File: src/rtl/slp_pkg.sv
package slp_pkg;
  typedef enum logic [1:0] {
    ST_AWAKE   = 2'd0,
    ST_ASLEEP  = 2'd1,
    ST_RECOVER = 2'd2
  } slp_state_t;
endpackage

File: src/rtl/slp_sync.sv
module slp_sync #(
  parameter int unsigned STAGES = 1
) (
  input  logic clk,
  input  logic rst_n,
  input  logic d_async,
  output logic q_sync
);
  logic [STAGES-1:0] chain;

  generate
    if (STAGES == 1) begin : g_one
      always_ff @(posedge clk or negedge rst_n) begin
        if (!rst_n) chain <= '0;
        else        chain <= d_async;
      end
    end else begin : g_many
      always_ff @(posedge clk or negedge rst_n) begin
        if (!rst_n) chain <= '0;
        else        chain <= {chain[STAGES-2:0], d_async};
      end
    end
  endgenerate

  assign q_sync = chain[STAGES-1];
endmodule

File: src/rtl/slp_timer.sv
module slp_timer #(
  parameter int unsigned RECOV_CYC = 8
) (
  input  logic clk,
  input  logic rst_n,
  input  logic load,
  input  logic run,
  output logic done
);
  localparam int unsigned CW = (RECOV_CYC < 2) ? 1 : $clog2(RECOV_CYC);
  localparam logic [CW-1:0] LOAD_VAL = CW'(RECOV_CYC - 1);

  logic [CW-1:0] cnt;

  always_ff @(posedge clk or negedge rst_n) begin
    if (!rst_n)                  cnt <= '0;
    else if (load)               cnt <= LOAD_VAL;
    else if (run && cnt != '0)   cnt <= cnt - 1'b1;
  end

  assign done = (cnt == '0);

  a_r5_count_in_range: assert property (@(posedge clk) disable iff (!rst_n)
    cnt <= LOAD_VAL);
endmodule

File: src/rtl/slp_fsm.sv
module slp_fsm
  import slp_pkg::*;
(
  input  logic       clk,
  input  logic       rst_n,
  input  logic       req_s,
  input  logic       tmr_done,
  output slp_state_t state,
  output logic       tmr_load,
  output logic       abandon
);
  slp_state_t nxt;

  always_comb begin
    nxt      = state;
    tmr_load = 1'b0;
    unique case (state)
      ST_AWAKE:   if (req_s) nxt = ST_ASLEEP;
      ST_ASLEEP:  if (!req_s) begin
                    nxt      = ST_RECOVER;
                    tmr_load = 1'b1;
                  end
      ST_RECOVER: if (req_s)         nxt = ST_ASLEEP;
                  else if (tmr_done) nxt = ST_AWAKE;
      default:    nxt = ST_AWAKE;
    endcase
  end

  always_ff @(posedge clk or negedge rst_n) begin
    if (!rst_n) begin
      state   <= ST_AWAKE;
      abandon <= 1'b0;
    end else begin
      state   <= nxt;
      abandon <= (state == ST_AWAKE) && req_s;
    end
  end

  // leaving sleep always passes through recovery
  a_r5_exit_via_recovery: assert property (@(posedge clk) disable iff (!rst_n)
    ($past(state) == ST_ASLEEP && state != ST_ASLEEP) |-> state == ST_RECOVER);
  // awake is reached only from recovery
  a_r8_awake_from_recovery: assert property (@(posedge clk) disable iff (!rst_n)
    (state == ST_AWAKE && $past(state) != ST_AWAKE) |-> $past(state) == ST_RECOVER);
  // abandon only in a sleep cycle
  a_r4_abandon_asleep: assert property (@(posedge clk) disable iff (!rst_n)
    abandon |-> state == ST_ASLEEP);
endmodule

File: src/rtl/slp_seq.sv
module slp_seq
  import slp_pkg::*;
#(
  parameter int unsigned ENTRY_DLY = 2,
  parameter int unsigned RECOV_CYC = 8
) (
  input  logic clk,
  input  logic rst_n,
  input  logic sleep_req,
  input  logic sel,
  output logic grant,
  output logic asleep,
  output logic inhibit,
  output logic q_hiz,
  output logic abandon,
  output logic recov_viol
);
  localparam int unsigned SYNC_STAGES = (ENTRY_DLY < 2) ? 1 : ENTRY_DLY - 1;

  logic       req_s;
  logic       tmr_done;
  logic       tmr_load;
  slp_state_t state;

  slp_sync #(.STAGES(SYNC_STAGES)) u_sync (
    .clk(clk), .rst_n(rst_n), .d_async(sleep_req), .q_sync(req_s)
  );

  slp_fsm u_fsm (
    .clk(clk), .rst_n(rst_n), .req_s(req_s), .tmr_done(tmr_done),
    .state(state), .tmr_load(tmr_load), .abandon(abandon)
  );

  slp_timer #(.RECOV_CYC(RECOV_CYC)) u_tmr (
    .clk(clk), .rst_n(rst_n), .load(tmr_load),
    .run(state == ST_RECOVER), .done(tmr_done)
  );

  always_ff @(posedge clk or negedge rst_n) begin
    if (!rst_n) recov_viol <= 1'b0;
    else        recov_viol <= (state == ST_RECOVER) && sel;
  end

  assign asleep  = (state == ST_ASLEEP);
  assign inhibit = (state != ST_AWAKE);
  assign q_hiz   = asleep;
  assign grant   = sel && !inhibit;

  // no access reaches the array while asleep
  a_r3_no_grant_asleep: assert property (@(posedge clk) disable iff (!rst_n)
    asleep |-> (!grant && q_hiz));
  // violation only follows a select
  a_r7_viol_after_sel: assert property (@(posedge clk) disable iff (!rst_n)
    recov_viol |-> $past(sel));
  // sleep release is followed by inhibit
  a_r5_fell_asleep_inhibit: assert property (@(posedge clk) disable iff (!rst_n)
    $fell(asleep) |-> inhibit);
endmodule

File: config.mk
export PLATFORM = sky130hd
export DESIGN_NAME = slp_seq
export DESIGN_NICKNAME = d
export VERILOG_FILES = /design/src/rtl/slp_pkg.sv /design/src/rtl/slp_sync.sv /design/src/rtl/slp_timer.sv /design/src/rtl/slp_fsm.sv /design/src/rtl/slp_seq.sv
export SDC_FILE = /design/constraint.sdc
export NUM_CORES = 1
export LEC_CHECK = 0
export ABC_AREA = 0
export CAP_MARGIN = 40
export CORE_AREA = 2 2 39 41
export CTS_BUF_LIST = sky130_fd_sc_hd__clkbuf_8
export DETAILED_ROUTE_END_ITERATION = 12
export DIE_AREA = 0 0 41 43
export GPL_ROUTABILITY_DRIVEN = 0
export PLACE_DENSITY = 0.58
export SLEW_MARGIN = 20
export SYNTH_ARGS = -nofsm -noshare
export SYNTH_HDL_FRONTEND = slang
export SYNTH_SLANG_ARGS = --single-unit
File: constraint.sdc
create_clock -name clk -period 2 [get_ports clk]
set_input_delay 0.2 -clock clk [delete_from_list [all_inputs] [get_ports clk]]
set_output_delay 0.2 -clock clk [all_outputs]
set_load 0.02 [all_outputs]
# Word level (Yosys, flattened, before mapping)
# Index checks and enable logic that the tools add are counted.
[classes]
addsub = 1
n_mul = 0
div_mod_pow = 0
order_cmp = 0
eq_ne = 5
shift = 0
muxes = 9
bitwise_logic = 0
n_reduce_logical = 11
[op_table]
columns = ["operator", "count"]
rows = [
  ["2-bit two-way mux", 4],
  ["3-bit two-way mux", 2],
  ["2-bit one-hot mux with 3 select lines", 1],
  ["1-bit logical AND", 4],
  ["2-bit inequality test (second input constant)", 2],
  ["2-bit nonzero test", 2],
  ["3-bit zero test", 1],
  ["3-bit inequality test (second input constant)", 1],
  ["3-bit AND reduction", 1],
  ["3-bit nonzero test", 1],
  ["3-bit by 1-bit subtractor with 3-bit output (second input constant)", 1],
  ["2-bit by 1-bit equality test with 1-bit output (second input constant)", 1],
  ["2-bit equality test (second input constant)", 1],
  ["2-bit zero test", 1],
  ["1-bit two-way mux", 2],
  ["1-bit zero test", 1],
]
[word_totals]
register_bits = 8
latchBits = 0
ram_bits = 0
romBits = 0
in_bits = 4
wordCells = 31
n_memories = 0

# Depth between registers and ports, before layout
[depth]
ltp_word = 4
ltp_mapped = 6

# Hierarchy
# From an unflattened synthesis, not the netlist that was laid out.
[unflattened]
cells_unflattened = 33
hier_area_um2 = 397.9
[by_module_without_submodules]
columns = ["mod", "instances", "cells_per_inst", "area_each_um2", "seq_area_each_um2"]
rows = [
  ["slp_timer", 1, 17, 183.9, 75.1],
  ["slp_fsm", 1, 8, 117.6, 75.1],
  ["slp_seq", 1, 7, 71.3, 25.0],
  ["slp_sync", 1, 1, 25.0, 25.0],
]

# Worst setup path before layout
# OpenSTA, ideal clock, no wires.
[synth_timing]
path_type = "reg-to-reg"
from = "reg u_tmr.cnt[0]"
to = "reg u_tmr.cnt[0]"
setup_time_ns = 0.123
arrival_ns = 1.179
t_required_ns = 1.877
path_slack_ns = 0.698
path_stages_with_launch = 7
cell_sequence = "dfrtp_1 -> inv_1 -> ha_1 -> ha_1 -> nand2b_2 -> mux2i_1 -> nand2_1"
[synth_between]
elab_chain_cells = 3
[synth_lines]
columns = ["element", "line_no", "text"]
rows = [
  ["start: declaration", "slp_timer.sv:13", "logic [CW-1:0] cnt;"],
  ["start signal: assignment", "slp_timer.sv:18", "else if (run && cnt != '0) cnt <= cnt - 1'b1;"],
  ["3-bit by 1-bit subtractor with 3-bit output / 3-bit nonzero test (equally long branches)", "slp_timer.sv:18", ""],
  ["3-bit two-way mux / 1-bit logical AND (equally long branches)", "slp_timer.sv:18", ""],
  ["3-bit two-way mux / 2-bit nonzero test (equally long branches)", "--", ""],
]
# Parallel ways exist; a longest one is shown, timed or not. The select of a mux whose other input is x is not followed.
# A chain may end at the register's enable or synchronous reset.

# Worst setup path in the final report
[layout_timing]
from = "reg u_fsm.state[0]"
to = "out grant"
[layout_between]
elab_chain_cells = 3
[layout_lines]
columns = ["element", "line_no", "text"]
rows = [
  ["start: declaration", "slp_fsm.sv:8", "output slp_state_t state,"],
  ["start signal: assignment", "slp_fsm.sv:34", "state <= nxt;"],
  ["2-bit nonzero test", "slp_seq.sv:45", "assign inhibit = (state != ST_AWAKE);"],
  ["1-bit zero test", "slp_seq.sv:47", "assign grant = sel && !inhibit;"],
  ["1-bit logical AND", "slp_seq.sv:47", ""],
  ["end: declaration", "slp_seq.sv:11", "output logic grant,"],
]
# Every way passes these cells.

==> results.md <==
* Status: complete, no violations
* Routed wire per std cell at 10.13 microns
* Layout Nets at 56
* Overflow after GRT at 0
* Fmax at 526.3 MHz
* Netlist Area Pre-Place at 394.1 sq um
* Antenna violations before repair at 0
* Worst Tran Pin Value at 351.4 ps
* Critical-path cell list: or2_4 -> nor2_1 -> clkdlybuf4s50_1
* CP endpoint kind: primary output
* Starting DRT DRC Count at 7
* TritonCTS Buffers at 3
* CTS-repair resized insts at 0
* Port Buf Inserts at 9
* Req. time, crit path at 1800 ps
* CTS Sinks at 8
* DR pass1 iterations at 4
* Clock latency on the worst-skew pair at 230 ps
* Post-route ant nets at 0
* Total Power at 488.5 uW
* Pwr Density at 920.8 mW/mm^2
* Reg2reg end: u_tmr.cnt[1]
* Std-Cell Rows at 14
* Fin Setup TNS at 0 ps
* Area delta synth->final at 34.60%
* Core ar. at 0.001384 sq mm
* DRC viols at 0
* Critical path type: reg2out
* Mapped Cells at 38
* Dpl hpwl at 490.1 microns
* Synth Warn # at 0
* Mapped Nets at 44
* Reg area at 200.2 sq um
* Die Y-Extent at 43 microns
* Critical path arrival at 1700 ps
* Starting Density at 28.48%
* First-pass GRT wire length at 1.062 mm
* Most frequent cells in the layout: clkdlybuf4s50_1, dfrtp_1, inv_1, nor2_1
* Chip width at 41 microns
* IO Pins at 10
* Tcrit/Tclk final at 95.01%
* Drt via density at 4.484
* Clock transition at path regs at 40 ps
* Hold-fix buffers, CTS at 0
* Peak supply drop at 0.5172 mV
* Register area share after synthesis at 50.79%
* Number of synthesized register bits at 8
* Crit-path slowest cell: clkdlybuf4s50_1
* P_leak at 0.2545 nW
* Share of cells above drive strength 1 at 14.58%
* Post-CTS setup buffer count at 0
* Die area at 0.001763 sq mm
* Reg-to-reg slack, setup at 590 ps
* Routed wire length at 648 microns
* Commonest non-fill, non-tap cell in the layout: clkdlybuf4s50_1
* Crit path max fanout at 11
* CTS tree: yes
* Fillers at 149
* Crit path max-delay family: buffers and inverters
* Stages on worst setup path at 3
* Min Tclk post-route at 1900 ps
* CTS max path bufs at 2
* Vias in the first global route at 243
* Detailed-route via count at 287
* CP bufs+invs at 1
* Max cap viols at 0
* CP Launch Point: u_fsm.state[0]
* RR Startpoint: u_tmr.cnt[0]
* Final Skew at 5.665 ps
* Fin. Hold Viols at 0
* Reg2reg path depth at 6
* Total Routing Usage GR at 9.919%
* Synth cell types at 17
* Clock Tree Root: clkbuf_8
* Final Max Tran Viols at 0
* Unrepaired setup endpoints after global routing: no
* Worst slew margin at 76.50%
* Depth of the CTS H-tree at 1
* Post-Syn Area per Cell at 10.37 sq um
* Critical Path Max Stage Delay at 600 ps
* Area occupied by multi-input gates at 160.2 sq um
* Number of inserted diodes at 0
* Class of the worst hold path: in2async
* Largest net degree at the start of global routing at 12
* CP startpoint kind: flop
* Final setup vio count at 0
-- through the flow --
step | area, sq um | hold slack [ps] | std cells | utilization (%) | setup WS [ps]
floorplan | 394.1 | -95.59 | 38 | - | 698.0
global placement | 489.2 | 501.2 | 61 | 35.35 | 356.2
detailed placement | 489.2 | 510.3 | 61 | 35.35 | 331.8
CTS | 530.5 | 270.1 | 64 | 38.34 | 89.11
global route | 530.5 | 285.8 | 64 | 38.34 | 2.941
finish | 530.5 | 246.7 | 64 | 38.34 | 99.78
-- Yosys cell counts --
library cell / count / area, sq um
buf_4: 2 / 15.01
or2_4: 1 / 8.760
dfrtp_1: 8 / 200.2
a21oi_1: 2 / 10.01
o21ai_0: 2 / 10.01
nor2b_1: 1 / 6.260
mux2i_1: 1 / 10.01
nand2b_2: 1 / 8.760
nand2_1: 3 / 11.26
nor2_1: 5 / 18.77
nor3b_1: 1 / 7.510
o311ai_2: 1 / 16.27
o21a_1: 1 / 7.510
ha_1: 2 / 25.02
inv_1: 5 / 18.77
nor4b_2: 1 / 15.01
o21ai_1: 1 / 5.000
-- state kept, by name, summed over array words and instances, names as in the netlist --
signal	flops
recov_viol	1
u_fsm.abandon	1
u_fsm.state	2
u_sync.q_sync	1
u_tmr.cnt	3
-- worst reg2reg max path, cell delays in order, from the launching register on --
cell,delay (ps)
dfrtp_1,380
inv_1,60
ha_1,190
ha_1,200
nand2b_2,240
a21oi_1,160
nand2_1,70
-- routing by layer --
layer,share of wire [%],global-route usage [%],vias to the layer above
li1,-,-,142
met1,44,11.88,130
met2,44,11.88,13
met3,9.4,7.853,2
met4,2.2,6.000,0
met5,0,0,-
-- layout make-up --
cell class / instances / area share [%]
well taps: 16 / 3.774
repair buffers: 9 / 16.98
multi-input cells: 23 / 30.19
clock buffers: 3 / 7.783
inverters: 5 / 3.538
flip-flops and latches: 8 / 37.74
-- cells by family after synthesis --
family                     share of synthesized area (%)
adders and majority gates                          6.348
buffers and inverters                              8.571
muxes                                              2.540
and+or+nand+nor                                    19.37
DFF                                                50.79
AOI/OAI and AO/OA                                  12.38
-- power by group --
group          leakage (nW)  internal, mW  switching, mW  total [mW]
logic                 0.139        0.0502         0.0493      0.0995
registers            0.0937         0.181         0.0186       0.199
clock network        0.0216         0.130         0.0596       0.190
total                 0.255         0.361          0.128       0.488
-- worst max-delay path by stage --
stage              endpoint
6_report              grant
5_1_grt               grant
4_1_cts               grant
3_5_place_dp          grant
3_3_place_gp          grant
2_1_floorplan  u_tmr.cnt[0]
No activity file was read; power rests on OpenSTA's default activity.
